**src/rtl/rstseq_pkg.sv**
```systemverilog
package rstseq_pkg;

    typedef enum logic [2:0] {
        ST_POR,
        ST_PWRUP,
        ST_STRETCH,
        ST_HOLD,
        ST_RUN,
        ST_SETTLE
    } seq_state_t;

    localparam int CAUSE_W    = 4;
    localparam int CAUSE_EXT  = 0;
    localparam int CAUSE_POR  = 1;
    localparam int CAUSE_WDG  = 2;
    localparam int CAUSE_SAFE = 3;

    localparam logic [15:0] RESTART_VECTOR = 16'hFFFE;

endpackage

```
**src/rtl/rstseq_pad_qual.sv**
```systemverilog
module rstseq_pad_qual #(
    parameter int SYNC_DEPTH = 2
) (
    input  logic clk_i,
    input  logic arst_i,
    input  logic pad_level_i,
    input  logic drive_i,
    output logic pad_high_o,
    output logic ext_req_o
);
    localparam int LAST = SYNC_DEPTH - 1;

    logic [SYNC_DEPTH-1:0] sync_q;
    logic                  hist_q;
    logic                  armed_q;

    always_ff @(posedge clk_i or posedge arst_i) begin
        if (arst_i) begin
            sync_q <= '1;
        end else begin
            sync_q[0] <= pad_level_i;
            for (int i = 1; i < SYNC_DEPTH; i++) begin
                sync_q[i] <= sync_q[i-1];
            end
        end
    end

    always_ff @(posedge clk_i or posedge arst_i) begin
        if (arst_i) begin
            hist_q <= 1'b1;
        end else begin
            hist_q <= sync_q[LAST];
        end
    end

    // Own drive disarms; the pad must read high before a new low counts.
    always_ff @(posedge clk_i or posedge arst_i) begin
        if (arst_i) begin
            armed_q <= 1'b0;
        end else if (drive_i) begin
            armed_q <= 1'b0;
        end else if (sync_q[LAST]) begin
            armed_q <= 1'b1;
        end
    end

    assign pad_high_o = sync_q[LAST];
    assign ext_req_o  = armed_q && !sync_q[LAST] && !hist_q;

    if (SYNC_DEPTH == 2) begin : g_chk
        // an accepted request needs two low pad samples in a row
        p_two_samples_r4: assert property (@(posedge clk_i) disable iff (arst_i)
            ext_req_o |-> (!$past(pad_level_i, 2) && !$past(pad_level_i, 3)));
    end

endmodule

```
**src/rtl/rstseq_cnt.sv**
```systemverilog
module rstseq_cnt #(
    parameter int LIMIT = 4096
) (
    input  logic clk_i,
    input  logic arst_i,
    input  logic clr_i,
    input  logic en_i,
    output logic done_o
);
    localparam int            CW       = (LIMIT > 1) ? $clog2(LIMIT) : 1;
    localparam logic [CW-1:0] LAST_VAL = CW'(LIMIT - 1);

    logic [CW-1:0] cnt_q;

    always_ff @(posedge clk_i or posedge arst_i) begin
        if (arst_i) begin
            cnt_q <= '0;
        end else if (clr_i) begin
            cnt_q <= '0;
        end else if (en_i && (cnt_q != LAST_VAL)) begin
            cnt_q <= cnt_q + CW'(1);
        end
    end

    assign done_o = en_i && (cnt_q == LAST_VAL);

endmodule

```
**src/rtl/rstseq_top.sv**
```systemverilog
module rstseq_top
    import rstseq_pkg::*;
#(
    parameter int STRETCH_CYCLES = 4096,
    parameter int SYNC_DEPTH     = 2
) (
    input  logic               clk_i,
    input  logic               por_lvd_i,
    input  logic               pad_level_i,
    input  logic               wdg_req_i,
    input  logic               safeguard_req_i,
    input  logic               halt_exit_i,
    input  logic               cause_clr_i,
    output logic               pad_pull_low_o,
    output logic               core_rst_o,
    output logic               osc_settle_o,
    output logic [CAUSE_W-1:0] cause_o,
    output logic [15:0]        reset_vector_o
);
    localparam int LW = $clog2(STRETCH_CYCLES + 1);

    seq_state_t         state_q, state_d;
    logic               ext_req, pad_high, cnt_done, cnt_en, cnt_clr;
    logic               any_req, start_rst;
    logic [CAUSE_W-1:0] cause_q, cause_d, new_cause;

    rstseq_pad_qual #(.SYNC_DEPTH(SYNC_DEPTH)) u_pad_qual (
        .clk_i       (clk_i),
        .arst_i      (por_lvd_i),
        .pad_level_i (pad_level_i),
        .drive_i     (pad_pull_low_o),
        .pad_high_o  (pad_high),
        .ext_req_o   (ext_req)
    );

    rstseq_cnt #(.LIMIT(STRETCH_CYCLES)) u_cnt (
        .clk_i  (clk_i),
        .arst_i (por_lvd_i),
        .clr_i  (cnt_clr),
        .en_i   (cnt_en),
        .done_o (cnt_done)
    );

    assign any_req = ext_req || wdg_req_i || safeguard_req_i;

    // State register: asynchronous entry into POR, synchronous exit
    always_ff @(posedge clk_i or posedge por_lvd_i) begin
        if (por_lvd_i) begin
            state_q <= ST_POR;
        end else begin
            state_q <= state_d;
        end
    end

    always_comb begin
        state_d = state_q;
        unique case (state_q)
            ST_POR:     state_d = ST_PWRUP;
            ST_PWRUP:   if (cnt_done) state_d = ST_HOLD;
            ST_STRETCH: if (cnt_done) state_d = ST_HOLD;
            ST_HOLD:    if (pad_high) state_d = ST_RUN;
            ST_RUN: begin
                if (any_req)          state_d = ST_STRETCH;
                else if (halt_exit_i) state_d = ST_SETTLE;
            end
            ST_SETTLE: begin
                if (any_req)          state_d = ST_STRETCH;
                else if (cnt_done)    state_d = ST_RUN;
            end
            default:    state_d = ST_POR;
        endcase
    end

    // Outputs decoded from the state register
    always_comb begin
        pad_pull_low_o = 1'b0;
        core_rst_o     = 1'b1;
        osc_settle_o   = 1'b0;
        cnt_en         = 1'b0;
        unique case (state_q)
            ST_POR:     pad_pull_low_o = 1'b1;
            ST_PWRUP: begin
                pad_pull_low_o = 1'b1;
                osc_settle_o   = 1'b1;
                cnt_en         = 1'b1;
            end
            ST_STRETCH: begin
                pad_pull_low_o = 1'b1;
                cnt_en         = 1'b1;
            end
            ST_HOLD:    core_rst_o = 1'b1;
            ST_RUN:     core_rst_o = 1'b0;
            ST_SETTLE: begin
                core_rst_o   = 1'b0;
                osc_settle_o = 1'b1;
                cnt_en       = 1'b1;
            end
            default:    pad_pull_low_o = 1'b1;
        endcase
    end

    assign cnt_clr = (state_d != state_q);

    // Sticky cause register
    assign start_rst = ((state_q == ST_RUN) || (state_q == ST_SETTLE)) && (state_d == ST_STRETCH);

    always_comb begin
        new_cause                 = '0;
        new_cause[CAUSE_EXT]      = ext_req;
        new_cause[CAUSE_WDG]      = wdg_req_i;
        new_cause[CAUSE_SAFE]     = safeguard_req_i;
        cause_d = cause_clr_i ? '0 : cause_q;
        if (start_rst) begin
            cause_d = cause_d | new_cause;
        end
    end

    always_ff @(posedge clk_i or posedge por_lvd_i) begin
        if (por_lvd_i) begin
            cause_q <= CAUSE_W'(1 << CAUSE_POR);
        end else begin
            cause_q <= cause_d;
        end
    end

    assign cause_o        = cause_q;
    assign reset_vector_o = RESTART_VECTOR;

    // Checker: length of each reset count
    logic          in_count;
    logic [LW-1:0] count_len_q;

    assign in_count = (state_q == ST_PWRUP) || (state_q == ST_STRETCH);

    always_ff @(posedge clk_i or posedge por_lvd_i) begin
        if (por_lvd_i) begin
            count_len_q <= '0;
        end else if (in_count) begin
            count_len_q <= count_len_q + LW'(1);
        end else begin
            count_len_q <= '0;
        end
    end

    p_count_len_r3: assert property (@(posedge clk_i) disable iff (por_lvd_i)
        $fell(in_count) |-> (count_len_q == LW'(STRETCH_CYCLES)));

    p_req_starts_r1: assert property (@(posedge clk_i) disable iff (por_lvd_i)
        ((state_q == ST_RUN) && (wdg_req_i || safeguard_req_i)) |=> (core_rst_o && pad_pull_low_o));

    p_hold_keeps_r5: assert property (@(posedge clk_i) disable iff (por_lvd_i)
        ((state_q == ST_HOLD) && !pad_high) |=> core_rst_o);

    p_settle_src_r8: assert property (@(posedge clk_i) disable iff (por_lvd_i)
        ($rose(osc_settle_o) && !core_rst_o) |-> $past(halt_exit_i));

    p_cause_set_r9: assert property (@(posedge clk_i) disable iff (por_lvd_i)
        $rose(core_rst_o) |-> (cause_o != '0));

endmodule

```
**config.mk**
```make
export PLATFORM = sky130hd
export DESIGN_NAME = rstseq_top
export DESIGN_NICKNAME = d
export VERILOG_FILES = /design/src/rtl/rstseq_pkg.sv /design/src/rtl/rstseq_pad_qual.sv /design/src/rtl/rstseq_cnt.sv /design/src/rtl/rstseq_top.sv
export SDC_FILE = /design/constraint.sdc
export NUM_CORES = 1
export LEC_CHECK = 0
export ABC_AREA = 1
export BUFFER_PORTS_ARGS = -buffer_cell sky130_fd_sc_hd__buf_2
export CAP_MARGIN = 15
export CORE_AREA = 2 2 61 63
export CTS_CLUSTER_SIZE = 8
export DETAILED_ROUTE_END_ITERATION = 6
export DIE_AREA = 0 0 63 65
export SLEW_MARGIN = 20
export SYNTH_ARGS = -nofsm -noshare
export SYNTH_HDL_FRONTEND = slang
export SYNTH_SLANG_ARGS = --single-unit
```
**constraint.sdc**
```tcl
create_clock -name clk_i -period 2.67 [get_ports clk_i]
set_input_delay 0.4005 -clock clk_i [delete_from_list [all_inputs] [get_ports clk_i]]
set_output_delay 0.4005 -clock clk_i [all_outputs]
set_load 0.01 [all_outputs]
```
# After elaboration in Yosys (flattened, before gate mapping)
# Cells that the tools add are included.
# op_classes
shift	0
mul	0
n_bitwise	1
reduce_logical	17
eq_ne	10
n_addsub	1
div	0
n_mux	17
magnitude_cmp	0
# ops
operator	count
$mux W12	2
$mux W3	6
$pmux W3 S5	1
$add A12 B1 Y12 const B	1
$eq A12 B12 Y1 const B	1
$ne A12 B12 Y1 const B	1
$eq A3 B2 Y1 const B	3
$mux W4	2
$eq A3 B3 Y1 const B	2
$mux W1	6
$reduce_or A2 Y1	3
$reduce_or A3 Y1	2
$logic_and A1 B1 Y1	5
$or A4 B4 Y4	1
$eq A3 B1 Y1 const B	1
$logic_not A3 Y1	1
$logic_or A1 B1 Y1	3
$ne A3 B3 Y1	1
$logic_not A1 Y1	2
$ne A2 B1 Y1 const B	1
$reduce_bool A2 Y1	1
# word_totals
rom_bits	0
inputBits	7
wordCells	52
reg_bits	23
mem_count	0
ram_bits	0
latchBits	0

# Depth between registers and ports, before layout
# Gate-level depths: netlist of the first run.
# depth
word_depth	10
ltp_mapped	12
ltp_nobuf	12

# By module
# A second synthesis of the first run with hierarchy kept.
# hier_totals
cells_unflattened	201
area_unflattened_um2	1471.4
# by_module_without_submodules
mod	cells_per_inst	area_per_inst_um2	n_inst
rstseq_cnt	108	769.5	1
rstseq_top	83	573.0	1
rstseq_pad_qual	10	128.9	1

# Worst setup path before layout of the first run
# Ideal clock, no wire load.
# synth_timing
path_kind	reg-to-reg
start	register u_cnt.cnt_q[0]
end	register u_cnt.cnt_q[6]
required_time_ns	2.546
path_stages_with_launch	12
setup_ns	0.124
synth_period_minus_slack_ns	1.640
path_slack_ns	1.030
arrival_ns	1.516
path_cell_list	dfrtp_1 > ha_1 > nand2_1 > nor2_4 > nand4_2 > a21oi_2 > nand2_2 > nand2_1 > nand2_1 > nand2_2 > buf_12 > nor2_4
# synth_between
elab_chain_len	7
word_cells_on_any_way	13
cone_classes	add/sub (1); eq/ne (3); mux (6); reduce/logical (3)
# synth_rtl
element	line	rtl
start, declared	rstseq_cnt.sv:13	logic [CW-1:0] cnt_q;
start signal, assigned	rstseq_cnt.sv:21	cnt_q <= cnt_q + CW'(1);
$eq A12 B12 Y1 *	rstseq_cnt.sv:25	assign done_o = en_i && (cnt_q == LAST_VAL);
$logic_and A1 B1 Y1 *	rstseq_cnt.sv:25	
$mux W3	rstseq_top.sv:68	else if (cnt_done) state_d = ST_RUN;
$mux W3	rstseq_top.sv:67	if (any_req) state_d = ST_STRETCH;
$pmux W3 S5 *	rstseq_top.sv:57	unique case (state_q)
via state_d[0]	rstseq_top.sv:22	seq_state_t state_q, state_d;
$ne A3 B3 Y1 *	rstseq_top.sv:102	assign cnt_clr = (state_d != state_q);
$mux W12 or $reduce_bool A2 Y1 (tied branches)	--	
# Mark *: on every way through the listed nets, which the timed path passes. The rest lies on a longest branch. The select of a mux whose other input is x is not followed.
# A chain may end at the register's enable or synchronous reset.

# Worst setup path after layout of the first run
# layout_timing
start	register u_cnt.cnt_q[0]
end	register u_cnt.cnt_q[10]
# The elaborated chain is that of the path after synthesis.

==> results of run 1 <==
synth_stat cells, drive strengths merged:
cell    number
nor2        29
conb         2
a21o         1
ha           1
o31ai        1
nand4        2
xor2         5
buf         18
inv         23
nand2       36
a21oi        2
o22ai        4
nand3       11
dfrtp       19
dfstp        4
nor3         2
nand3b       1
o21ai        4
xnor2        1
power by group through the flow:
stage / Combinational (W) / Clock (W) / Sequential [W]
6_report: 0.0000239 / 0.000164 / 0.000354
5_1_grt: 0.0000275 / 0.000187 / 0.000354
4_1_cts: 0.0000242 / 0.000174 / 0.000354
3_5_place_dp: 0.0000242 / 0 / 0.000360
3_3_place_gp: 0.0000241 / 0 / 0.000360
2_1_floorplan: 0.0000343 / 0 / 0.000360
cells by family after synthesis:
logic type / count (synthesis) / synth area share
XOR/XNOR: 6 / 0.0361
flip-flops: 23 / 0.399
AND/OR/NAND/NOR: 81 / 0.335
buffers and inverters: 41 / 0.163
AO/OA/AOI/OAI: 12 / 0.0533
adder cells (fa/ha/maj): 1 / 0.00859
other: 2 / 0.00516
registers in the layout, indices dropped and copies added, names as in the netlist:
| signal | count |
|---|---|
| u_cnt.cnt_q | 12 |
| cause_o | 4 |
| state_q | 3 |
| u_pad_qual.sync_q | 2 |
| u_pad_qual.armed_q | 1 |
| u_pad_qual.hist_q | 1 |
final cells by class:
class	instances	area (um2)	share of cell area
clock buffers	3	22.5	0.0149
clock inverters	1	7.51	0.00496
inverters	23	86.3	0.0571
multi-input cells	116	691	0.457
flip-flops and latches	23	581	0.384
well taps	48	60.1	0.0397
repair buffers	13	65.1	0.0430
through the flow:
step	cell area (um2)	hold WS [ns]	utilization	power, W
final	1510	0.171	0.433	0.000541
after detailed placement	1480	0.350	0.424	0.000384
after global placement	1480	0.350	0.424	0.000384
after global routing	1510	0.138	0.433	0.000569
after floorplan	1510	0.345	-	0.000394
after CTS	1510	0.155	0.433	0.000552
how the worst min path moves through the flow:
| stage | end | cells after the start |
|---|---|---|
| after floorplan | u_pad_qual.sync_q[1]$_DFF_PP1_ | 0 |
| after global placement | u_pad_qual.sync_q[1]$_DFF_PP1_ | 0 |
| after detailed placement | u_pad_qual.sync_q[1]$_DFF_PP1_ | 0 |
| after CTS | u_pad_qual.sync_q[0]$_DFF_PP1_ | 1 |
| after global routing | u_pad_qual.sync_q[0]$_DFF_PP1_ | 1 |
| final | u_pad_qual.sync_q[0]$_DFF_PP1_ | 1 |
layer usage:
layer / vias to the layer above / part of all wire / global-route usage
met2: 22 / 0.50 / 0.206
met3: 4 / 0.037 / 0.0208
met4: 0 / 0.017 / 0.0500
li1: 508 / - / -
met5: - / 0 / 0
met1: 451 / 0.44 / 0.147
==> flow_summary.toml, run 1 <==
[sta]
worst_slack_ns = 0.672
finalCritPeriodShare = 0.748
final.setup_skew_ns = 0.00139
tns_ns = 0
setup_viol = 0
drv_slew = 0
layout_min_cycle_time_ns = 2.00
rsz0062_at_grt = "no"
relSlewSlack = 0.453
fmax_mhz = 500
hold_viol = 0
worstMarginPinSlew_ns = 0.819

[power_and_ir_drop]
clkPwrFrac = 0.302
vdd_drop_max_v = 0.000262
power_density_nw_per_um2 = 358
p_leak_nw = 0.752
intPower_w = 0.000414
seq_power_share = 0.654
power_switching_w = 0.000127
sw_frac_of_total = 0.236
combPwrFrac = 0.044

[worst_setup_path]
crit_cells = 10
arrival_ns = 2.19
r2r-end = "u_cnt.cnt_q[10]$_DFFE_PP0P_"
worstReg2RegStart = "u_cnt.cnt_q[0]$_DFFE_PP0P_"
regToRegSetupSlack_ns = 0.67
criticalPathCategory = "reg2reg"
cpPeakStageDelay_ns = 0.44
reg2reg_depth = 10
cp.required_ns = 2.86
timing.critical_path.mode_cell = "nand2_1"
cp_max_fo = 12
crit_end = "u_cnt.cnt_q[10]$_DFFE_PP0P_"
worstSetupStartpointType = "register"
crit_buf_inv = 0
cp-startpoint = "u_cnt.cnt_q[0]$_DFFE_PP0P_"
worstSetupEndpointType = "register"
path_cells = "ha_1 > nand2_1 > nor2_4 > nand4_2 > a21oi_2 > nand2_2 > nand2_1 > nand2_1 > nand2_2 > nor2_1"
slowest_stage = "nand2_2"
crit_family = "simple AND/OR/NAND/NOR gates"

[die]
dieArea_um2 = 4100
initial_core_util = 0.417
die_h_um = 65
ios = 30
rows = 22
core-area_um2 = 3500
dieWidth_um = 63

[placement]
gp_congestion = 0.781
port_buffers = 13
dp_hpwl_um = 1760
pre_cts_slack_ns = 0.675
placedCellCount = 223

[run_status]
run_status = "complete, no violations"

[min_path]
worst_hold_path_type = "in2reg"
hold_start = "pad_level_i"

[clock_tree]
holdBufCountCts = 0
cts_tree = "yes"
clock_path_buffers = 2
path_clk_slew_ns = 0.13
numCtsBuffers = 3
post-cts-setup-buffers = 0
cts.sinks = 23
root_buffer = "clkbuf_4"
insertion_delay_ns = 0.31
cts_resized = 0
htreeDepth = 1

[global_route]
grt_use_total = 0.120
grt_pass1_wl_um = 3880
globalRouteOverflowTotal = 0
grt_pass1_vias = 918
grt_max_degree = 24
antenna_found_initial = 0

[finish]
diodes = 0
syn_to_final_growth_pct = 3.87
most-common-layout-cells = "28 x nand2_1, 19 x inv_1, 19 x dfrtp_1"
nets = 188
layout-drive-gt1-share = 0.307
final_common_cell = "nand2_1"
fillers = 363
stdcell_count = 227

[detailed_routing]
wl_per_cell_um = 9.56
ant_nets = 0
drt_iter0_markers = 18
first_pass_iters = 4
drc = 0
wl_um = 2170
viasPerCell = 4.34
vias = 985

[yosys]
synth_area_um2 = 1460
post_synth_num_cell_types = 32
synthCells = 166
synth-seq-area-share = 0.399
postSynthAreaPerCell_um2 = 8.77
yosysTopAreaCell = "dfrtp_1"
synth-warning-count = 0
netlist_top_cells_area = "dfrtp_1 33%, nor2_4 10%, buf_4 8.2%"
ys_ff_latch = 23
yosys.area.top_type_share = 0.326

[run]
maxCapViolCount = 0
No activity file was read; power rests on OpenSTA's default activity.
==> inputs of run 2 (changes only) <==
ABC_AREA = 0   (was 1)
CORE_AREA = 2 2 62 64   (was 2 2 61 63)
DIE_AREA = 0 0 64 66   (was 0 0 63 65)
PLACE_DENSITY = 0.66   (was default)
clock period = 1.79 ns   (was 2.67 ns; I/O delays follow)
==> flow_summary.toml, run 2 <==
[worst_setup_path]
arrival_ns = 2.10
crit_buf_inv = 1
slowest_stage = "or4_4"
cpPeakStageDelay_ns = 0.56
regToRegSetupSlack_ns = -0.10
cp_max_fo = 6
path_cells = "nand4_1 > or4_4 > a221oi_4 > buf_6 > a211oi_1"
r2r-end = "u_cnt.cnt_q[7]$_DFFE_PP0P_"
worstSetupStartpointType = "register"
worstReg2RegStart = "u_cnt.cnt_q[8]$_DFFE_PP0P_"
criticalPathCategory = "reg2reg"
worstSetupEndpointType = "register"
crit_family = "simple AND/OR/NAND/NOR gates"
cp.required_ns = 1.99
reg2reg_depth = 5

[run]
maxCapViolCount = 0

[finish]
diodes = 0
nets = 208
largest_reg_flops = 12
regArea_um2 = 584
most-common-layout-cells = "36 x buf_4, 16 x conb_1, 16 x dfrtp_1"
fillers = 336
largest-register = "u_cnt.cnt_q"
stdcell_count = 247
final_common_cell = "buf_4"
syn_to_final_growth_pct = 30.1
layout-drive-gt1-share = 0.447
multi_input_area_um2 = 831

[global_route]
grt_use_total = 0.183
grt_pass1_wl_um = 5990
globalRouteOverflowTotal = 0
grt_max_degree = 16
grt_pass1_vias = 1297
antenna_found_initial = 0

[clock_tree]
root_buffer = "clkbuf_4"
htreeDepth = 1
numCtsBuffers = 3
cts.sinks = 23
insertion_delay_ns = 0.32
path_clk_slew_ns = 0.14
cts_tree = "yes"
clock_path_buffers = 2

[detailed_routing]
vias = 1335
drt_iter0_markers = 67
ant_nets = 0
wl_um = 3740
first_pass_iters = 4
drc = 0
viasPerCell = 5.40
wl_per_cell_um = 15.1

[yosys]
synth-edff-count = 0
yosysTopAreaCell = "dfrtp_1"
synth-seq-area-share = 0.392
synth_most_common_cell = "dfrtp_1"
synth_common_cells = "19 x dfrtp_1, 18 x buf_4, 8 x inv_1, 8 x nand2_1, 8 x o21ai_0"
synthArstFlopShare = 1.00
post_synth_num_cell_types = 52
postSynthAreaPerCell_um2 = 9.94
yosys.area.top_type_share = 0.321
synth-warning-count = 0
synthCells = 149
ys_ff_latch = 23
ys.flop_type = "dfrtp_1"
netlist_top_cells_area = "dfrtp_1 32%, buf_4 9.1%, dfstp_2 7.1%"
synth_area_um2 = 1480

[die]
core-area_um2 = 3550
die_h_um = 66
dieWidth_um = 64
rows = 22
ios = 30
dieArea_um2 = 4220
initial_core_util = 0.417

[sta]
fmax_mhz = 529
final.setup_skew_ns = 0.00510
worst_slack_ns = -0.100
setup_viol = 12
layout_min_cycle_time_ns = 1.89
finalCritPeriodShare = 1.06
hold_viol = 0
drv_slew = 0
rsz0062_at_grt = "yes"

[min_path]
min_to = "u_pad_qual.sync_q[0]$_DFF_PP1_"
hold_start = "pad_level_i"
whs_path_depth = 1
worst_hold_path_type = "in2reg"

[placement]
pre_cts_slack_ns = -0.0388
placedCellCount = 237
port_buffers = 13
gp_congestion = 0.881
dp_hpwl_um = 2750

[power_and_ir_drop]
p_leak_nw = 0.833
power_density_nw_per_um2 = 1120
total_power_w = 0.00217
vdd_drop_max_v = 0.000660

[run_status]
violations = "setup timing"
run_status = "finished with violations"
## run 2: cell types whose count changed in the layout (fill, tap and decap cells not counted), sizes merged, moves of 6 or more
cell	before	now
nor2	29	8
a211oi	0	7
or3	0	6
buf	13	53
inv	23	9
nand2	36	8
nand3	11	5
## run 2: where the power goes
part	switching, W	internal, W
Sequential	0.000116	0.000627
Combinational	0.000594	0.000575
Clock	0.000169	0.0000836
## run 2: kinds of logic (layout without fill, tap and decap cells)
group / after synthesis / count (layout) / synth area share
AND/OR/NAND/NOR: 49 / 49 / 0.225
buffers and inverters: 31 / 67 / 0.131
multiplexers: 1 / 1 / 0.00676
AO/OA/AOI/OAI: 42 / 42 / 0.232
adder cells (fa/ha/maj): 1 / 1 / 0.00844
flip-flops: 23 / 23 / 0.392
other: 2 / 16 / 0.00507
## run 2: worst register-to-register path, cell delays in order (launching register included)
cell and delay, ns:
dfrtp_1 0.39, nand4_1 0.22, or4_4 0.56, a221oi_4 0.38, buf_6 0.18, a211oi_1 0.05
## run 2: timing repair
item	4_1_cts	5_1_grt
hold buffers	1	0
setup buffers	1	4
gates resized for setup	11	5
pin swaps	5	4
setup endpoints to repair	12	14
hold endpoints to repair	8	0
## run 2: worst max-delay path by stage
stage	depth (start not counted)	to	slack, ns	start
after CTS	5	u_cnt.cnt_q[8]$_DFFE_PP0P_	-0.04	u_cnt.cnt_q[11]$_DFFE_PP0P_
after detailed placement	5	u_cnt.cnt_q[0]$_DFFE_PP0P_	-0.04	u_cnt.cnt_q[7]$_DFFE_PP0P_
after global routing	6	u_cnt.cnt_q[8]$_DFFE_PP0P_	-0.15	u_cnt.cnt_q[0]$_DFFE_PP0P_
after global placement	5	u_cnt.cnt_q[0]$_DFFE_PP0P_	-0.00001	u_cnt.cnt_q[7]$_DFFE_PP0P_
final	5	u_cnt.cnt_q[7]$_DFFE_PP0P_	-0.10	u_cnt.cnt_q[8]$_DFFE_PP0P_
after floorplan	5	u_cnt.cnt_q[5]$_DFFE_PP0P_	-0.03	u_cnt.cnt_q[5]$_DFFE_PP0P_
## run 2: stage by stage
step	TNS [ns]	hold WS (ns)	util	cell area (um2)
after floorplan	-0.241	0.267	-	1560
after global placement	-0.00000999	0.236	0.503	1790
after detailed placement	-0.391	0.237	0.503	1790
after CTS	-0.356	0.0264	0.530	1880
after global routing	-1.71	0.00270	0.543	1930
final	-1.06	0.0294	0.543	1930
## run 2: layer usage
| metal | part of all wire | vias up | global-route usage |
|---|---|---|---|
| met3 | 0.042 | 12 | 0.0239 |
| met4 | 0.023 | 0 | 0.0707 |
| li1 | - | 620 | - |
| met2 | 0.54 | 46 | 0.337 |
| met5 | 0 | - | 0 |
| met1 | 0.40 | 657 | 0.213 |
## run 2: final cells by class
type | instances | share of cell area
multi-input combinational | 109 | 0.431
tap | 48 | 0.0312
timing repair buffer | 54 | 0.203
clock inverter | 1 | 0.00260
clock buffer | 3 | 0.0117
sequential | 23 | 0.303
inverter | 9 | 0.0175
==> inputs of run 3 (changes only) <==
CTS_BUF_LIST = sky130_fd_sc_hd__clkbuf_16   (was default)
==> flow_summary.toml, run 3 (synthesis gave the netlist of run 2 again) <==
[run_status]
run_status = "finished with violations"
violations = "setup timing"

[run]
maxCapViolCount = 0

[detailed_routing]
drc = 0
ant_nets = 0
viasPerCell = 5.33
wl_um = 3590
wl_per_cell_um = 14.9
drt_iter0_markers = 74
vias = 1290
first_pass_iters = 4

[finish]
syn_to_final_growth_pct = 30.3
largest_reg_flops = 12
most-common-layout-cells = "32 x buf_4, 17 x dfrtp_1, 16 x conb_1"
final_common_cell = "buf_4"
layout-drive-gt1-share = 0.418
fillers = 328
utilization = 0.544
nets = 203
largest-register = "u_cnt.cnt_q"
diodes = 0

[global_route]
grt_pass1_vias = 1258
globalRouteOverflowTotal = 0
grt_max_degree = 16
antenna_found_initial = 0
grt_pass1_wl_um = 5910
grt_use_total = 0.181

[min_path]
whs_path_depth = 1
worst_hold_path_type = "in2reg"

[sta]
hold_viol = 0
whs_ns = 0.108
finalCritPeriodShare = 1.03
layout_min_cycle_time_ns = 1.85
rsz0062_at_grt = "yes"
fmax_mhz = 541
worst_slack_ns = -0.0585
setup_viol = 12
final.setup_skew_ns = 0.00237
drv_slew = 0

[clock_tree]
post-cts-setup-buffers = 0
clock_path_buffers = 2
path_clk_slew_ns = 0.06
cts.sinks = 23
insertion_delay_ns = 0.26
htreeDepth = 1
numCtsBuffers = 3
root_buffer = "clkbuf_16"
cts_tree = "yes"

[worst_setup_path]
worstSetupStartpointType = "register"
worstSetupEndpointType = "register"
criticalPathCategory = "reg2reg"
path_cells = "nand4_1 > or4_4 > a221oi_4 > buf_6 > a2111oi_4"
arrival_ns = 1.98
cp.required_ns = 1.92
reg2reg_depth = 5
slowest_stage = "or4_4"
cpPeakStageDelay_ns = 0.55
cp_max_fo = 5

[placement]
gp_congestion = 0.881
port_buffers = 13
dp_hpwl_um = 2750
pre_cts_slack_ns = -0.0388

[die]
dieWidth_um = 64
die_h_um = 66
dieArea_um2 = 4220
initial_core_util = 0.417
rows = 22
ios = 30
core-area_um2 = 3550

[power_and_ir_drop]
p_leak_nw = 0.833
power_density_nw_per_um2 = 1200
vdd_drop_max_v = 0.000591
## run 3: final timing paths
path / from / to / slack (ns)
worst max-delay path: u_cnt.cnt_q[8]$_DFFE_PP0P_ / u_cnt.cnt_q[10]$_DFFE_PP0P_ / -0.06
worst min-delay path: pad_level_i / u_pad_qual.sync_q[0]$_DFF_PP1_ / 0.11
worst max register to register: u_cnt.cnt_q[8]$_DFFE_PP0P_ / u_cnt.cnt_q[10]$_DFFE_PP0P_ / -0.06
worst min register to register: u_pad_qual.sync_q[0]$_DFF_PP1_ / u_pad_qual.sync_q[1]$_DFF_PP1_ / 0.36
max in group asynchronous: por_lvd_i / u_pad_qual.sync_q[0]$_DFF_PP1_ / 0.70
min in group asynchronous: por_lvd_i / u_cnt.cnt_q[7]$_DFFE_PP0P_ / 0.50
## run 3: per-stage QoR
stage / total power, W / instance area, um2 / setup TNS (ns) / std cells
2_1_floorplan: 0.00143 / 1560 / -0.241 / 163
3_5_place_dp: 0.00177 / 1790 / -0.391 / 237
4_1_cts: 0.00229 / 1890 / -0.345 / 242
6_report: 0.00233 / 1930 / -0.519 / 242
5_1_grt: 0.00250 / 1930 / -1.33 / 242
3_3_place_gp: 0.00174 / 1790 / -0.00000999 / 237
## run 3: per-layer routing
layer	vias up	global-route usage	share of wire
li1	611	-	-
met1	631	0.216	0.41
met2	39	0.333	0.53
met3	9	0.0221	0.037
met4	0	0.0598	0.022
met5	-	0	0
## run 3: power breakdown
part	switching [W]	internal [W]	leakage, nW
clock	0.000194	0.000301	0.0409
combinational	0.000564	0.000525	0.501
sequential	0.000113	0.000628	0.291
total	0.000871	0.00145	0.833
## run 3: timing repair
item,4_1_cts,5_1_grt
hold buffers,1,0
setup endpoints to repair,12,12
gates resized for setup,4,8
hold endpoints to repair,8,0
pin swaps,1,5
## run 3: worst max-delay path: cells and delay by family, from the launching register on
| family | cells | cell delay [ns] |
|---|---|---|
| compound gates | 2 | 0.40 |
| simple gates | 2 | 0.76 |
| buf+inv | 1 | 0.19 |
| flops | 1 | 0.36 |
## run 3: cell type report
type                       instances  area, um2  share of cell area
clock buffer                       3       75.1              0.0389
clock inverter                     1       5.00             0.00259
inverter                           9       33.8              0.0175
multi-input combinational        109        825               0.427
sequential                        23        583               0.302
tap                               48       60.1              0.0311
timing repair buffer              49        349               0.181
